File: src/rtl/cfs_pkg.sv
package cfs_pkg;
  typedef enum logic [1:0] {
    FS_LEVEL  = 2'd0,
    FS_EDGE   = 2'd1,
    FS_TAG    = 2'd2,
    FS_LEVEL2 = 2'd3
  } fs_mode_e;
endpackage

File: src/rtl/cfs_sync_detect.sv
module cfs_sync_detect (
  input  logic clk,
  input  logic rst,
  input  logic en,
  input  logic fsync,
  output logic level_hit,
  output logic edge_hit
);
  logic       samp_now;
  logic       samp_prev;
  logic [1:0] hist_cnt;

  always_ff @(posedge clk) begin
    if (rst || !en) begin
      samp_now  <= 1'b0;
      samp_prev <= 1'b0;
      hist_cnt  <= 2'd0;
    end else begin
      samp_now  <= fsync;
      samp_prev <= samp_now;
      if (hist_cnt != 2'd2) hist_cnt <= hist_cnt + 2'd1;
    end
  end

  // a level start needs one sample, an edge needs two valid samples
  assign level_hit = samp_now && (hist_cnt != 2'd0);
  assign edge_hit  = (hist_cnt == 2'd2) && (samp_now ^ samp_prev);
endmodule

File: src/rtl/cfs_frame_count.sv
module cfs_frame_count #(
  parameter int CNT_W   = 4,
  parameter int SLOT_W  = 4,
  parameter int TAG_LEN = 16,
  parameter int MIN_LEN = 4
) (
  input  logic              clk,
  input  logic              rst,
  input  logic              en,
  input  logic              accept,
  input  logic [1:0]        mode,
  input  logic [CNT_W-1:0]  wsize_m1,
  input  logic [SLOT_W-1:0] wpf_m1,
  output logic              busy,
  output logic [CNT_W-1:0]  bit_idx,
  output logic [SLOT_W-1:0] slot_idx,
  output logic              word_end,
  output logic              frame_last
);
  import cfs_pkg::*;

  localparam logic [CNT_W-1:0] TAG_LAST = CNT_W'(TAG_LEN - 1);
  localparam logic [CNT_W-1:0] MIN_LAST = CNT_W'(MIN_LEN - 1);

  function automatic logic [CNT_W-1:0] last_bit_of(
    input logic [1:0]        md,
    input logic [SLOT_W-1:0] sl,
    input logic [CNT_W-1:0]  wm1
  );
    if (md == FS_TAG && sl == '0) return TAG_LAST;
    else if (wm1 < MIN_LAST)      return MIN_LAST;
    else                          return wm1;
  endfunction

  logic [CNT_W-1:0] word_last;

  assign word_last  = last_bit_of(mode, slot_idx, wsize_m1);
  assign word_end   = busy && (bit_idx == word_last);
  assign frame_last = word_end && (slot_idx == wpf_m1);

  always_ff @(posedge clk) begin
    if (rst || !en) begin
      busy     <= 1'b0;
      bit_idx  <= '0;
      slot_idx <= '0;
    end else if (accept) begin
      busy     <= 1'b1;
      bit_idx  <= '0;
      slot_idx <= '0;
    end else if (busy) begin
      if (word_end) begin
        bit_idx <= '0;
        if (slot_idx == wpf_m1) begin
          busy     <= 1'b0;
          slot_idx <= '0;
        end else begin
          slot_idx <= slot_idx + 1'b1;
        end
      end else begin
        bit_idx <= bit_idx + 1'b1;
      end
    end
  end
endmodule

File: src/rtl/cfs_slave_timing.sv
module cfs_slave_timing #(
  parameter int CNT_W   = 4,
  parameter int SLOT_W  = 4,
  parameter int TAG_LEN = 16,
  parameter int MIN_LEN = 4
) (
  input  logic              clk,
  input  logic              rst,
  input  logic              en,
  input  logic [1:0]        mode,
  input  logic [CNT_W-1:0]  wsize_m1,
  input  logic [SLOT_W-1:0] wpf_m1,
  input  logic              fsync,
  output logic              word_start,
  output logic              frame_start,
  output logic [SLOT_W-1:0] slot_idx,
  output logic [CNT_W-1:0]  bit_idx,
  output logic              frame_busy
);
  import cfs_pkg::*;

  logic level_hit;
  logic edge_hit;
  logic is_edge_mode;
  logic sync_hit;
  logic accept;
  logic word_end;
  logic frame_last;

  cfs_sync_detect u_detect (
    .clk       (clk),
    .rst       (rst),
    .en        (en),
    .fsync     (fsync),
    .level_hit (level_hit),
    .edge_hit  (edge_hit)
  );

  assign is_edge_mode = (mode == FS_EDGE);
  assign sync_hit     = is_edge_mode ? edge_hit : level_hit;
  // edges always restart; level syncs wait for the frame's last bit
  assign accept = en && sync_hit && (is_edge_mode || !frame_busy || frame_last);

  cfs_frame_count #(
    .CNT_W   (CNT_W),
    .SLOT_W  (SLOT_W),
    .TAG_LEN (TAG_LEN),
    .MIN_LEN (MIN_LEN)
  ) u_count (
    .clk        (clk),
    .rst        (rst),
    .en         (en),
    .accept     (accept),
    .mode       (mode),
    .wsize_m1   (wsize_m1),
    .wpf_m1     (wpf_m1),
    .busy       (frame_busy),
    .bit_idx    (bit_idx),
    .slot_idx   (slot_idx),
    .word_end   (word_end),
    .frame_last (frame_last)
  );

  assign word_start  = frame_busy && (bit_idx == '0);
  assign frame_start = word_start && (slot_idx == '0);
endmodule

File: config.mk
export PLATFORM = sky130hd
export DESIGN_NAME = cfs_slave_timing
export DESIGN_NICKNAME = d
export VERILOG_FILES = /design/src/rtl/cfs_pkg.sv /design/src/rtl/cfs_sync_detect.sv /design/src/rtl/cfs_frame_count.sv /design/src/rtl/cfs_slave_timing.sv
export SDC_FILE = /design/constraint.sdc
export NUM_CORES = 1
export LEC_CHECK = 0
export BUFFER_PORTS_ARGS = -buffer_cell sky130_fd_sc_hd__buf_2
export CAP_MARGIN = 30
export CORE_MARGIN = 3
export CORE_UTILIZATION = 30
export DETAILED_ROUTE_END_ITERATION = 8
export PLACE_DENSITY_LB_ADDON = 0.2
export SYNTH_ARGS = -nofsm -noshare
export SYNTH_HDL_FRONTEND = slang
export SYNTH_SLANG_ARGS = --single-unit
export TNS_END_PERCENT = 50
File: constraint.sdc
create_clock -name clk -period 2.45 [get_ports clk]
set_input_delay 0.1225 -clock clk [delete_from_list [all_inputs] [get_ports clk]]
set_output_delay 0.1225 -clock clk [all_outputs]
set_load 0.01 [all_outputs]
==> impl_metrics.tcl, run 1 <==
set metrics [dict create \
    status "finished clean" \
    gr-total-overflow 0 \
    peakVddDrop_mv 0.335 \
    p_per_area_nw_per_um2 371 \
    cts_setup_buffers 0 \
    synth_edf_count 0 \
    grt_pass1_vias 693 \
    critPathKind "reg2reg" \
    drt-wirelength-per-cell_um 11.9 \
    dp.final_hpwl_um 1560 \
    cp-start-kind "flip-flop" \
    whs_ns 0.0460 \
    register_area_um2 260 \
    r2r-start "u_count.slot_idx[0]" \
    skew_ns 0.00153 \
    ant_nets 0 \
    yosysSeqAreaShare_pct 29.3 \
    core_area_um2 2780 \
    die-height_um 60.4 \
    viasPerCell 4.93 \
    final_max_slew_viol_count 0 \
    crit_start "u_count.slot_idx[0]" \
    cp_max_fo 7 \
    required_ns 2.66 \
    p_leak_nw 0.475 \
    cts_tree "yes" \
    drt-pass1-iter-count 6 \
    antenna_cells 0 \
    r2r_end "u_count.slot_idx[1]" \
    multiInputGateArea_um2 579 \
    synth_top_cell_by_area "dfxtp_1" \
    num_rows 19 \
    ys_warn_count 0 \
    finalCritPeriodShare_pct 80.0 \
    maxCapViolations 0 \
    utilization_pct 38.6 \
    drt-total-wl_um 1940 \
    gp_congestion 0.744 \
    finalHoldViolCount 0 \
    cts_root_buf "clkbuf_4" \
    reg2regPathDepth 7 \
    tns_ns 0 \
    area.growth.synth_to_final_pct 20.8 \
    worstHoldStart "fsync" \
    hold_path.class "in2reg" \
    placed_cells 158 \
    clk_pin_slew_ns 0.07 \
    ys_ff_latch 13 \
    track_usage_pct 11.8 \
    tightest_slew_ns 0.403 \
    min_path_cells 2 \
    yosysMostFrequentCell "dfxtp_1" \
    setup_ws_ns 0.489 \
    period_needed_ns 1.96 \
    dr_total_vias 799 \
    drt_iter0_markers 31 \
    synthCells 103 \
    clkLatencyLatePin_ns 0.27 \
    drcViolationCount 0 \
    synth_nets 123 \
    io_buffer_count 24 \
    pre_cts_ws_ns 0.521 \
    max_freq_mhz 510 \
    synthDistinctLibCells 39 \
    synthTopCellsByArea "dfxtp_1 (29%), ha_1 (8.5%), xnor2_1 (4.9%)" \
    synth.top_cell.area_share_pct 29.3 \
    fillCellCount 304 \
    antenna_found_initial 0 \
    io_pins 25 \
    ctsHoldBuffers 0 \
    grt_first_pass_wirelength_um 3150 \
    clockBufferDepth 2 \
    synthFlopType "dfxtp_1" \
    grt_max_degree 12 \
    rsz0062_at_grt "no" \
    setup_viol 0 \
    arrival_ns 2.17 \
    die_w_um 60.4 \
    endpoint_kind "flip-flop" \
    synth_common_cells "dfxtp_1 (13), inv_1 (9), ha_1 (6), nand2_1 (6), nand3_1 (6)" \
    htree_num_levels 1 \
    clock_sinks 13 \
    avgSynthCellArea_um2 8.62 \
    netlist_area_um2 888 \
    cts_resized 0 \
    stdcell_count 162 \
    maxSlewHeadroom_pct 72.8 \
    drive_above_1_share_pct 26.7 \
    start_util_pct 31.9 \
    ys_async_sr_fraction_pct 0 \
    nets 152 \
    numCtsBuffers 3 \
    rrSetupSlack_ns 0.49 \
    dieArea_um2 3650 \
    hold_path_end "u_detect.samp_now" \
]
[sequential cells by signal (all words and copies together), names as in the netlist]
register            cells
u_count.bit_idx         4
u_count.slot_idx        4
u_detect.hist_cnt       2
u_count.busy            1
u_detect.samp_now       1
u_detect.samp_prev      1
[metrics by stage]
stage | total power, mW | cell area (um^2)
2_1_floorplan | 0.251 | 888
3_3_place_gp | 0.271 | 1050
3_5_place_dp | 0.272 | 1050
4_1_cts | 0.404 | 1070
5_1_grt | 0.418 | 1070
6_report | 0.398 | 1070
[critical path, stage by stage, from the launching register on]
cell and delay [ns]:
dfxtp_1 0.42, inv_1 0.08, ha_1 0.20, or3b_4 0.24
nor2_1 0.05, a21oi_1 0.26, and3_1 0.40, mux2i_1 0.22
[kinds of logic after synthesis]
logic type,Yosys count,synth area share [%]
compound gates,19,16.3
fa+ha+maj,6,8.45
buf+inv,11,5.49
simple gates,43,29.3
xor+xnor,9,8.87
mux,2,2.25
flops,13,29.3
[layout make-up]
type / count / share of cell area, %
clock buffer: 4 / 2.45
inverter: 9 / 3.15
multi-input combinational: 79 / 54.0
sequential: 13 / 24.2
tap: 31 / 3.61
timing repair buffer: 26 / 12.6
[worst max-delay path by stage]
| stage | slack (ns) | depth (start not counted) | endpoint |
|---|---|---|---|
| final | 0.49 | 7 | u_count.slot_idx[1] |
| after floorplan | 0.65 | 7 | u_count.slot_idx[3] |
| after CTS | 0.49 | 7 | u_count.slot_idx[1] |
| after global routing | 0.35 | 7 | u_count.slot_idx[1] |
| after detailed placement | 0.52 | 7 | u_count.slot_idx[1] |
| after global placement | 0.58 | 7 | u_count.slot_idx[1] |
[cell usage in the layout, fill, tap and decap left out, drive strengths merged, types with 2 or more instances in the layout]
cell    instances
or3b            2
nor2b           3
nand3b          2
and3            2
nand3           6
nor3            2
clkbuf          4
a21oi           2
xnor2           5
mux2i           2
nand4           4
xor2            4
nand2           7
nand2b          4
and2            3
o21ai           4
buf            26
ha              6
nor2            5
inv             9
nand4b          2
dfxtp          13
[routing by layer]
metal  share of wire (%)  vias up  track usage (%)
li1                    -      422                -
met1                  51      351             16.8
met3                 6.4        5             2.55
met4                 2.1        0             6.50
met5                   0        -                0
met2                  41       21             16.5
[power by group]
| group | internal [mW] | leakage [nW] | total (mW) | switching (mW) |
|---|---|---|---|---|
| clock | 0.0632 | 0.0150 | 0.132 | 0.0686 |
| sequential | 0.214 | 0.105 | 0.216 | 0.00186 |
| combinational | 0.0249 | 0.355 | 0.0506 | 0.0257 |
No activity file was read; power rests on OpenSTA's default activity.
==> inputs of run 2 (changes only) <==
==> constraint.sdc (replaced) <==
create_clock -name clk -period 1.9 [get_ports clk]
set_input_delay 0.095 -clock clk [delete_from_list [all_inputs] [get_ports clk]]
set_output_delay 0.095 -clock clk [all_outputs]
set_load 0.01 [all_outputs]
==> run 2 against run 1 <==
Sequential cell count did not move. Via count grew 6.8%. Total power grew 29%. Combinational power is 40% higher. Worst setup slack lost 0.39 ns. Clock skew about the same. Die area unchanged. Global-route usage up 0.87 points. Sequential power is 29% higher. Routed wire length increased by 8.8%.
==> impl_metrics.tcl, run 2 (synthesis results as in run 1) <==
set metrics [dict create \
    antenna_found_initial 0 \
    core_area_um2 2780 \
    p_sw_uw 122 \
    reg2regPathDepth 7 \
    whs_ns 0.0205 \
    viasPerCell 5.05 \
    drcViolationCount 0 \
    stdcell_count 169 \
    dr_total_vias 853 \
    htree_num_levels 1 \
    tns_ns 0 \
    gr-total-overflow 0 \
    gp_congestion 0.800 \
    final_common_cell "buf_2" \
    dp.final_hpwl_um 1650 \
    skew_ns 0.00142 \
    cts_root_buf "clkbuf_4" \
    cp-start-kind "flip-flop" \
    io_buffer_count 24 \
    p_per_area_nw_per_um2 437 \
    final_cell_mix "buf_2 (24), dfxtp_1 (12), buf_4 (9)" \
    endpoint_kind "flip-flop" \
    placed_cells 165 \
    comb_power_share_pct 13.8 \
    grt_max_degree 12 \
    intPower_uw 393 \
    status "finished clean" \
    grt_first_pass_wirelength_um 3470 \
    seqPwrFrac_pct 54.0 \
    drt-wirelength-per-cell_um 12.5 \
    power.total_uw 515 \
    hold_path.class "in2reg" \
    r2r_end "u_count.slot_idx[3]" \
    max_freq_mhz 554 \
    setup_viol 0 \
    top_regs "u_count.bit_idx x4, u_count.slot_idx x4, u_detect.hist_cnt x2" \
    drt-pass1-iter-count 4 \
    arrival_ns 1.98 \
    clockBufferDepth 2 \
    period_needed_ns 1.80 \
    drive_above_1_share_pct 37.7 \
    r2r-start "u_count.slot_idx[0]" \
    ctsHoldBuffers 0 \
    p_leak_nw 0.515 \
    start_util_pct 31.9 \
    swShare_pct 23.7 \
    finalCritPeriodShare_pct 95.0 \
    clk_pin_slew_ns 0.07 \
    die_w_um 60.4 \
    track_usage_pct 12.7 \
    maxSlewHeadroom_pct 72.8 \
    clock_sinks 13 \
    dieArea_um2 3650 \
    area.growth.synth_to_final_pct 32.5 \
    clkLatencyLatePin_ns 0.27 \
    numCtsBuffers 3 \
    tightest_slew_ns 0.402 \
    grt_pass1_vias 805 \
    num_rows 19 \
    cp_max_fo 3 \
    io_pins 25 \
    peakVddDrop_mv 0.391 \
    endpoint "u_count.slot_idx[3]" \
    critPathKind "reg2reg" \
    finalHoldViolCount 0 \
    rrSetupSlack_ns 0.1 \
    pwr-share-clk_pct 32.2 \
    crit_start "u_count.slot_idx[0]" \
    die-height_um 60.4 \
    antenna_cells 0 \
    ant_nets 0 \
    maxCapViolations 0 \
    required_ns 2.08 \
    nets 159 \
    drt-total-wl_um 2110 \
    drt_iter0_markers 23 \
    cts_tree "yes" \
    final_max_slew_viol_count 0 \
]
==> run 2: worst min-delay path by stage <==
| stage | endpoint | depth (start not counted) | slack (ns) | startpoint |
|---|---|---|---|---|
| global placement | u_detect.samp_now | 2 | 0.30 | fsync |
| finish | u_detect.samp_now | 2 | 0.02 | fsync |
| global route | u_detect.samp_now | 2 | 0.02 | fsync |
| CTS | u_detect.samp_now | 2 | 0.01 | fsync |
| detailed placement | u_detect.samp_now | 2 | 0.30 | fsync |
| floorplan | u_detect.samp_now | 1 | 0.22 | fsync |
==> run 2: layout make-up <==
cell class / instances / area [um^2]
Multi-Input combinational cell: 79 / 629
Timing Repair Buffer: 33 / 188
Inverter: 9 / 33.8
Clock buffer: 4 / 26.3
Fill cell: 285 / 1600
Sequential cell: 13 / 262
Tap cell: 31 / 38.8
==> run 2: power by group through the flow <==
| stage | combinational, mW | clock [mW] | sequential (mW) |
|---|---|---|---|
| 6_report | 0.0710 | 0.166 | 0.278 |
| 5_1_grt | 0.0807 | 0.193 | 0.279 |
| 3_3_place_gp | 0.0657 | 0 | 0.285 |
| 2_1_floorplan | 0.0396 | 0 | 0.285 |
| 4_1_cts | 0.0674 | 0.177 | 0.279 |
| 3_5_place_dp | 0.0670 | 0 | 0.285 |
==> run 2: per-layer routing <==
metal / GRT usage, % / share of wire [%] / vias to the layer above
li1: - / - / 436
met1: 17.7 / 44 / 381
met2: 19.0 / 45 / 32
met3: 2.55 / 8.7 / 4
met4: 5.57 / 1.4 / 0
met5: 0 / 0 / -
==> run 2: metrics by stage <==
step	worst slack, ns	utilization (%)	area (um^2)
2_1_floorplan	0.103	-	888
3_3_place_gp	0.100	39.5	1100
3_5_place_dp	0.0169	39.5	1100
4_1_cts	0.00394	40.5	1130
5_1_grt	-0.00329	42.3	1180
6_report	0.0959	42.3	1180
==> run 2: worst max-delay path, stage by stage, from the launching register on <==
cell       delay (ns)
dfxtp_2          0.32
inv_2            0.06
ha_2             0.16
or3b_4           0.41
o2111ai_4        0.23
a22oi_2          0.11
a311o_1          0.37
o41ai_2          0.05
==> run 2: what timing repair did <==
item | 4_1_cts | 5_1_grt
setup buffers | 0 | 0
gates resized for setup | 0 | 12
endpoints found under the setup margin | 0 | 8
hold endpoints to repair | 0 | 0
==> inputs of run 3 (changes only) <==
==> constraint.sdc (replaced) <==
create_clock -name clk -period 1.9 [get_ports clk]
set_input_delay 0.19 -clock clk [delete_from_list [all_inputs] [get_ports clk]]
set_output_delay 0.19 -clock clk [all_outputs]
set_load 0.01 [all_outputs]
==> run 3 against run 2 <==
Worst setup slack got worse by 0.014 ns. Sequential cell count unchanged. Maximum frequency down 0.77%. Largest power group unchanged. Clock power hardly changed. Highest routed layer unchanged. Largest cell class unchanged.
==> impl_metrics.tcl, run 3 (synthesis results as in run 1) <==
set metrics [dict create \
    final_cell_mix "buf_2 (24), dfxtp_1 (13), inv_1 (9), buf_4 (9)" \
    rsz0062_at_grt "yes" \
    whs_ns 0.113 \
    antenna_cells 0 \
    maxCapViolations 0 \
    die-height_um 60.4 \
    dr_total_vias 835 \
    cts_setup_buffers 0 \
    p_leak_nw 0.515 \
    stdcell_count 169 \
    slowest_stage "or3b_4" \
    clock_sinks 13 \
    final_max_slew_viol_count 0 \
    hold_path.class "in2reg" \
    drt-pass1-iter-count 4 \
    critPathKind "reg2reg" \
    endpoint_kind "flip-flop" \
    tightest_slew_ns 0.284 \
    num_rows 19 \
    tns_ns 0 \
    io_buffer_count 24 \
    numCtsBuffers 3 \
    final_common_cell "buf_2" \
    placed_cells 165 \
    arrival_ns 2.00 \
    period_needed_ns 1.82 \
    htree_num_levels 1 \
    nets 159 \
    io_pins 25 \
    cp-start-kind "flip-flop" \
    grt_first_pass_wirelength_um 3470 \
    area.growth.synth_to_final_pct 29.6 \
    required_ns 2.08 \
    cts_root_buf "clkbuf_4" \
    drive_above_1_share_pct 34.1 \
    drt-wirelength-per-cell_um 12.2 \
    antenna_found_initial 0 \
    max_freq_mhz 550 \
    drt-total-wl_um 2070 \
    track_usage_pct 12.7 \
    grt_max_degree 12 \
    start_util_pct 31.9 \
    dieArea_um2 3650 \
    cp_max_fo 3 \
    finalHoldViolCount 0 \
    timing.critical_path.slowest_cell_delay_ns 0.40 \
    power.total_uw 513 \
    p_per_area_nw_per_um2 446 \
    peakVddDrop_mv 0.411 \
    status "finished clean" \
    viasPerCell 4.94 \
    ant_nets 0 \
    gp_congestion 0.800 \
    cts_tree "yes" \
    top_regs "u_count.bit_idx x4, u_count.slot_idx x4, u_detect.hist_cnt x2" \
    dp.final_hpwl_um 1650 \
    clockBufferDepth 2 \
    finalCritPeriodShare_pct 95.7 \
    gr-total-overflow 0 \
    die_w_um 60.4 \
    maxSlewHeadroom_pct 80.8 \
    grt_pass1_vias 805 \
    drcViolationCount 0 \
    clk_pin_slew_ns 0.08 \
    setup_viol 0 \
    crit_chain "inv_1 -> ha_1 -> or3b_4 -> o2111ai_2 -> a22oi_1 -> a311o_1 -> o41ai_2" \
    skew_ns 0.00166 \
    drt_iter0_markers 20 \
    core_area_um2 2780 \
    clkLatencyLatePin_ns 0.27 \
]
[run 3: cell counts in the layout (fill, tap and decap cells not counted)]
No cell type changed its count.
[run 3: what timing repair did]
action	in CTS	in global routing
endpoints found under the setup margin	0	9
gates resized for setup	0	6
hold buffers	0	0
[run 3: routing by layer]
layer  track usage (%)  routed length (um)  share of wire, %  vias up
li1                  -                   -                 -      439
met1              17.7                 987                48      373
met2              19.0                 938                45       19
met3              2.55                 122               5.9        4
met4              5.57                  19              0.92        0
met5                 0                   0                 0        -
[run 3: power breakdown]
group / switching [mW] / internal (mW)
combinational: 0.0341 / 0.0339
clock: 0.0857 / 0.0813
sequential: 0.00242 / 0.276
[run 3: cell type report]
class | count | area (um^2)
Timing Repair Buffer | 33 | 188
Multi-Input combinational cell | 79 | 604
Inverter | 9 | 33.8
Tap cell | 31 | 38.8
Fill cell | 292 | 1630
Sequential cell | 13 | 260
Clock buffer | 4 | 26.3
[run 3: worst paths after layout]
kind | slack (ns) | cells past startpoint | from | to
max reg2reg | 0.08 | 7 | u_count.slot_idx[0] | u_count.slot_idx[3]
max | 0.08 | 7 | u_count.slot_idx[0] | u_count.slot_idx[3]
min reg2reg | 0.51 | 1 | u_detect.samp_now | u_detect.samp_prev
min | 0.11 | 2 | fsync | u_detect.samp_now
[run 3: worst max-delay path: cells and delay by family, from the launching register on]
family | cells | cell delay [ns]
flip-flops | 1 | 0.31
AO/OA/AOI/OAI | 4 | 0.79
buffers and inverters | 1 | 0.07
AND/OR/NAND/NOR | 1 | 0.40
adder cells (fa/ha/maj) | 1 | 0.15
[run 3: through the flow]
step	utilization, %	instance area (um^2)	setup slack, ns
global route	41.4	1150	-0.0442
CTS	40.5	1130	0.00394
global placement	39.5	1100	0.100
floorplan	-	888	0.103
detailed placement	39.5	1100	0.0169
finish	41.4	1150	0.0819
